`src/rtl/bank_arbiter.sv`:
```
module bank_arbiter #(
  parameter int ADDR_W  = 32,
  parameter int OFF_W   = 6,
  parameter int NBANK   = 4,
  parameter int ROW_W   = 8,
  parameter bit HASH_EN = 1'b1
) (
  input  logic                             clk,
  input  logic                             rst_n,
  input  logic [1:0]                       req_valid,
  input  logic [1:0][ADDR_W-1:0]           req_addr,
  output logic [1:0]                       req_ready,
  output logic [NBANK-1:0]                 bank_en,
  output logic [NBANK-1:0][ROW_W-1:0]      bank_row,
  output logic [NBANK-1:0]                 bank_src
);
  localparam int BANK_W = (NBANK > 1) ? $clog2(NBANK) : 1;
  localparam int ROW_LO = OFF_W + BANK_W;
  localparam int TAG_LO = ROW_LO + ROW_W;

  logic [1:0][BANK_W-1:0] tgt;
  logic [1:0][ROW_W-1:0]  row;
  logic [1:0]             grant;
  logic                   clash;
  logic                   favor1;

  for (genvar p = 0; p < 2; p++) begin : g_map
    if (HASH_EN) begin : g_hash
      assign tgt[p] = req_addr[p][OFF_W +: BANK_W] ^ req_addr[p][TAG_LO +: BANK_W];
    end else begin : g_plain
      assign tgt[p] = req_addr[p][OFF_W +: BANK_W];
    end
    assign row[p] = req_addr[p][ROW_LO +: ROW_W];
  end

  assign clash     = req_valid[0] & req_valid[1] & (tgt[0] == tgt[1]);
  assign grant[0]  = req_valid[0] & ~(clash & favor1);
  assign grant[1]  = req_valid[1] & ~(clash & ~favor1);
  assign req_ready = grant | ~req_valid;

  always_ff @(posedge clk) begin
    if (!rst_n) favor1 <= 1'b0;
    else        favor1 <= req_valid[1] & ~grant[1];
  end

  for (genvar b = 0; b < NBANK; b++) begin : g_bank
    logic hit0, hit1;
    assign hit0        = grant[0] & (tgt[0] == BANK_W'(b));
    assign hit1        = grant[1] & (tgt[1] == BANK_W'(b));
    assign bank_en[b]  = hit0 | hit1;
    assign bank_src[b] = hit1;
    assign bank_row[b] = hit1 ? row[1] : row[0];
  end

  a_r5_one_loser: assert property (@(posedge clk) disable iff (!rst_n)
    !(req_ready[0] == 1'b0 && req_ready[1] == 1'b0));

  a_r4_pair_served: assert property (@(posedge clk) disable iff (!rst_n)
    (req_valid == 2'b11 && req_ready == 2'b11) |-> $countones(bank_en) == 2);

  a_r8_idle_quiet: assert property (@(posedge clk) disable iff (!rst_n)
    (req_valid == 2'b00) |-> (bank_en == '0));

  a_r7_enables_match: assert property (@(posedge clk) disable iff (!rst_n)
    $countones(bank_en) == $countones(req_valid & req_ready));

  for (genvar p = 0; p < 2; p++) begin : g_chk
    a_r6_no_starve: assert property (@(posedge clk) disable iff (!rst_n)
      (req_valid[p] && !req_ready[p]) |=> (!req_valid[p] || req_ready[p]));
  end
endmodule

```
`config.mk`:
```
export PLATFORM = sky130hd
export DESIGN_NAME = bank_arbiter
export DESIGN_NICKNAME = d
export VERILOG_FILES = /design/src/rtl/bank_arbiter.sv
export SDC_FILE = /design/constraint.sdc
export NUM_CORES = 1
export LEC_CHECK = 0
export CAP_MARGIN = 10
export CORE_MARGIN = 5
export CORE_UTILIZATION = 20
export CTS_CLUSTER_DIAMETER = 150
export DETAILED_ROUTE_END_ITERATION = 10
export GPL_TIMING_DRIVEN = 0
export MAX_ROUTING_LAYER = met4
export PLACE_DENSITY = 0.85
export SLEW_MARGIN = 20
export SYNTH_ARGS = -nofsm -noshare
export SYNTH_HDL_FRONTEND = slang
export SYNTH_SLANG_ARGS = --single-unit
```
`constraint.sdc`:
```
create_clock -name clk -period 2.3 [get_ports clk]
set_input_delay 0.69 -clock clk [delete_from_list [all_inputs] [get_ports clk]]
set_output_delay 0.69 -clock clk [all_outputs]
set_load 0.02 [all_outputs]
```
==> run summary <==
======================================================================================
Transition time at the pin with the least slew margin                         0.278 ns
Required time of the worst setup path                                          1.61 ns
Number of synthesized flops with an enable pin                                       0
Yosys top cell by area                                                    sky130_fd_sc_hd__mux2_2
Leading cell types by total area after synthesis                          sky130_fd_sc_hd__mux2_2, sky130_fd_sc_hd__a21oi_4, sky130_fd_sc_hd__xnor2_1, sky130_fd_sc_hd__xnor2_2, sky130_fd_sc_hd__buf_4
Floorplan core area                                                           3310 µm²
Final setup margin                                                           -0.338 ns
Failing checks                                                            negative setup slack
Final Cycle Share                                                                 1.15
Placed wire-length estimate after detailed placement                           2.33 mm
Kind of critical path                                                     input pin to output pin
Final setup violating endpoints                                                     38
Delay-heaviest family, CP                                                 buffers and inverters
Total global routing overflow                                                        0
Floorplan die area                                                            4650 µm²
Antenna diode count                                                                  0
Number of nets with antenna violations after detailed routing                        0
Max rail drop VDD                                                             0.121 mV
Cell area after synthesis                                                      677 µm²
#FFs+latches synth                                                                   1
Clk_lat worst skew                                                                0 ns
Start point of the worst min-delay path                                         favor1
DIE HEIGHT                                                                     68.2 µm
Most common flop cell mapped by yosys                                     sky130_fd_sc_hd__dfxtp_1
Crit end category                                                           output pin
Antenna violations before repair                                                     0
Boundary pin count                                                                 110
Leakage power summed over all cells                                           0.872 nW
Total count of hold-check failures in the final report                               0
WL/cell                                                                        17.2 µm
Final Power                                                                   0.589 mW
Horizontal die dimension                                                       68.2 µm
Number of global-route vias before repair                                         1052
Total placed cells including tap cells                                             184
Combined buffer and inverter count along the critical path                           3
Flip-flop count of the largest register, all copies and words added                  1
Pin count of the biggest net entering global routing                                 7
Beginning of the worst register-to-register path                                favor1
Final net count                                                                    225
Peak Freq                                                                      379 MHz
Most instantiated library cell after synthesis                            sky130_fd_sc_hd__mux2_2
Clock transition at the registers of the reported paths                           0 ns
Reg with most FFs                                                               favor1
Max cap viols                                                                        0
Registers with the highest flip-flop counts                                 favor1 (1)
Top fanout value on the critical path                                                5
Per-cell via count in the routed design                                           4.52
Fin Clk Skew                                                                      0 ns
All-layer global routing usage                                                   0.154
Nets in the synthesized netlist                                                    137
First-pass GRT wire length                                                     5.21 mm
Cell at the slowest stage of the critical path                            sky130_fd_sc_hd__mux2_4
RSZ-0062 raised after global routing                                               yes
Worst Setup SP                                                            req_addr[49]
Power Density                                                               295 nW/µm²
Initial detailed-routing violation count                                            24
Sort of element at the start of the critical path                            input pin
Total DRC errors in the routed layout                                                0
Buffers added on ports                                                              69
Non-filler cells, final                                                            201
Synth top area share                                                             0.516
Vias after detailed routing                                                        909
Number of instances in the synthesized netlist                                      69
Layout cell share with drive strength beyond 1                                   0.806
FP Rows                                                                             21
Type of the tightest min-delay check                                      register to register
Warning count from the yosys run                                                     0
Number of distinct standard cells referenced by the synthesized netlist             17
Result of the run                                                         finished with violations
Synth-to-layout area growth                                                       194%
Most frequent cell on the critical path                                   sky130_fd_sc_hd__buf_6
Async set or reset register ratio after synthesis                                    0
Final slew viol count                                                                0
Normalized max-slew margin                                                       0.815
Min Clock Period, post-route                                                   2.64 ns
Synth cell count leaders                                                  sky130_fd_sc_hd__mux2_2, sky130_fd_sc_hd__nand3_1
Final weighted congestion of routability-driven global placement                 0.713
Crit path cell chain                                                      buf_12 > xnor2_4 > nand3_2 > a21oi_4 > buf_6 > mux2_4 > buf_6
Portion of the post-synthesis area used by sequential elements                  0.0296
Signal arrival time at the worst endpoint                                      1.95 ns
Pre-Repair DR Iteration Count                                                        2
Starting density of the core                                                     0.204
Mean Syn Cell Area                                                            9.81 µm²
Final wirelength                                                               3.46 mm
Crit-path max cell delay                                                       0.31 ns
======================================================================================
## worst reg2reg max path, stage by stage (launching register included)
cell,delay [ns]
sky130_fd_sc_hd__dfxtp_1,0.31
sky130_fd_sc_hd__nor2b_1,0.17
sky130_fd_sc_hd__and3_1,0.19
## cells by family after synthesis
group | Yosys count | synth area share
XOR/XNOR | 10 | 0.163
buffers and inverters | 4 | 0.0444
flip-flops | 1 | 0.0296
multiplexers | 32 | 0.532
AND/OR/NAND/NOR | 14 | 0.105
AO/OA/AOI/OAI | 8 | 0.126
## power by group
part / total [mW] / switching (mW) / internal, mW
Clock: 0 / 0 / 0
Sequential: 0.0189 / 0.000549 / 0.0184
Combinational: 0.570 / 0.250 / 0.319
Total: 0.589 / 0.251 / 0.338
## routing by layer
layer | GRT usage | up-vias | wire, µm
met4 | 0.0397 | 0 | 110
met2 | 0.349 | 48 | 2130
met5 | - | - | 0
met1 | 0.130 | 427 | 1060
met3 | 0.00493 | 10 | 157
li1 | - | 424 | -
## cell usage in the layout, fill, tap and decap left out, types with 4 or more instances in the layout
cell	n
sky130_fd_sc_hd__clkdlybuf4s50_1	17
sky130_fd_sc_hd__a21oi_4	4
sky130_fd_sc_hd__mux2_4	32
sky130_fd_sc_hd__xor2_4	4
sky130_fd_sc_hd__nand3_2	5
sky130_fd_sc_hd__buf_12	7
sky130_fd_sc_hd__buf_4	7
sky130_fd_sc_hd__buf_6	53
sky130_fd_sc_hd__xnor2_4	4
## final cells by class
type	instances	area, µm²
plain buffers	1	11.3
well taps	46	57.6
repair buffers	89	985
flip-flops and latches	1	20.0
fillers	288	1320
multi-input cells	64	920
## final timing paths
path	slack [ns]	cells past startpoint	end
hold reg to reg	0.65	2	favor1
setup / recovery	-0.34	7	bank_row[5]
hold / removal	0.65	2	favor1
setup reg to reg	1.58	2	favor1
## through the flow
| step | cell area, µm² | TNS (ns) | utilization | setup WS (ns) | hold slack (ns) |
|---|---|---|---|---|---|
| finish | 1990 | -10.42 | 0.602 | -0.338 | 0.650 |
| global route | 1990 | -11.86 | 0.602 | -0.381 | 0.686 |
| CTS | 2080 | -10.87 | 0.627 | -0.373 | 0.630 |
| detailed placement | 1660 | -55.60 | 0.502 | -1.43 | 0.593 |
| global placement | 1660 | -53.64 | 0.502 | -1.37 | 0.581 |
| floorplan | 913 | -1.41 | - | -0.0542 | 0.562 |
## timing repair
item,4_1_cts,5_1_grt
pin swaps,19,4
buffers inserted,17,6
cloned,3,0
resized for setup,322,17
hold endpoints to repair,0,0
endpoints found under the setup margin,42,42
hold buffers,0,0
No activity file was read; power rests on OpenSTA's default activity.
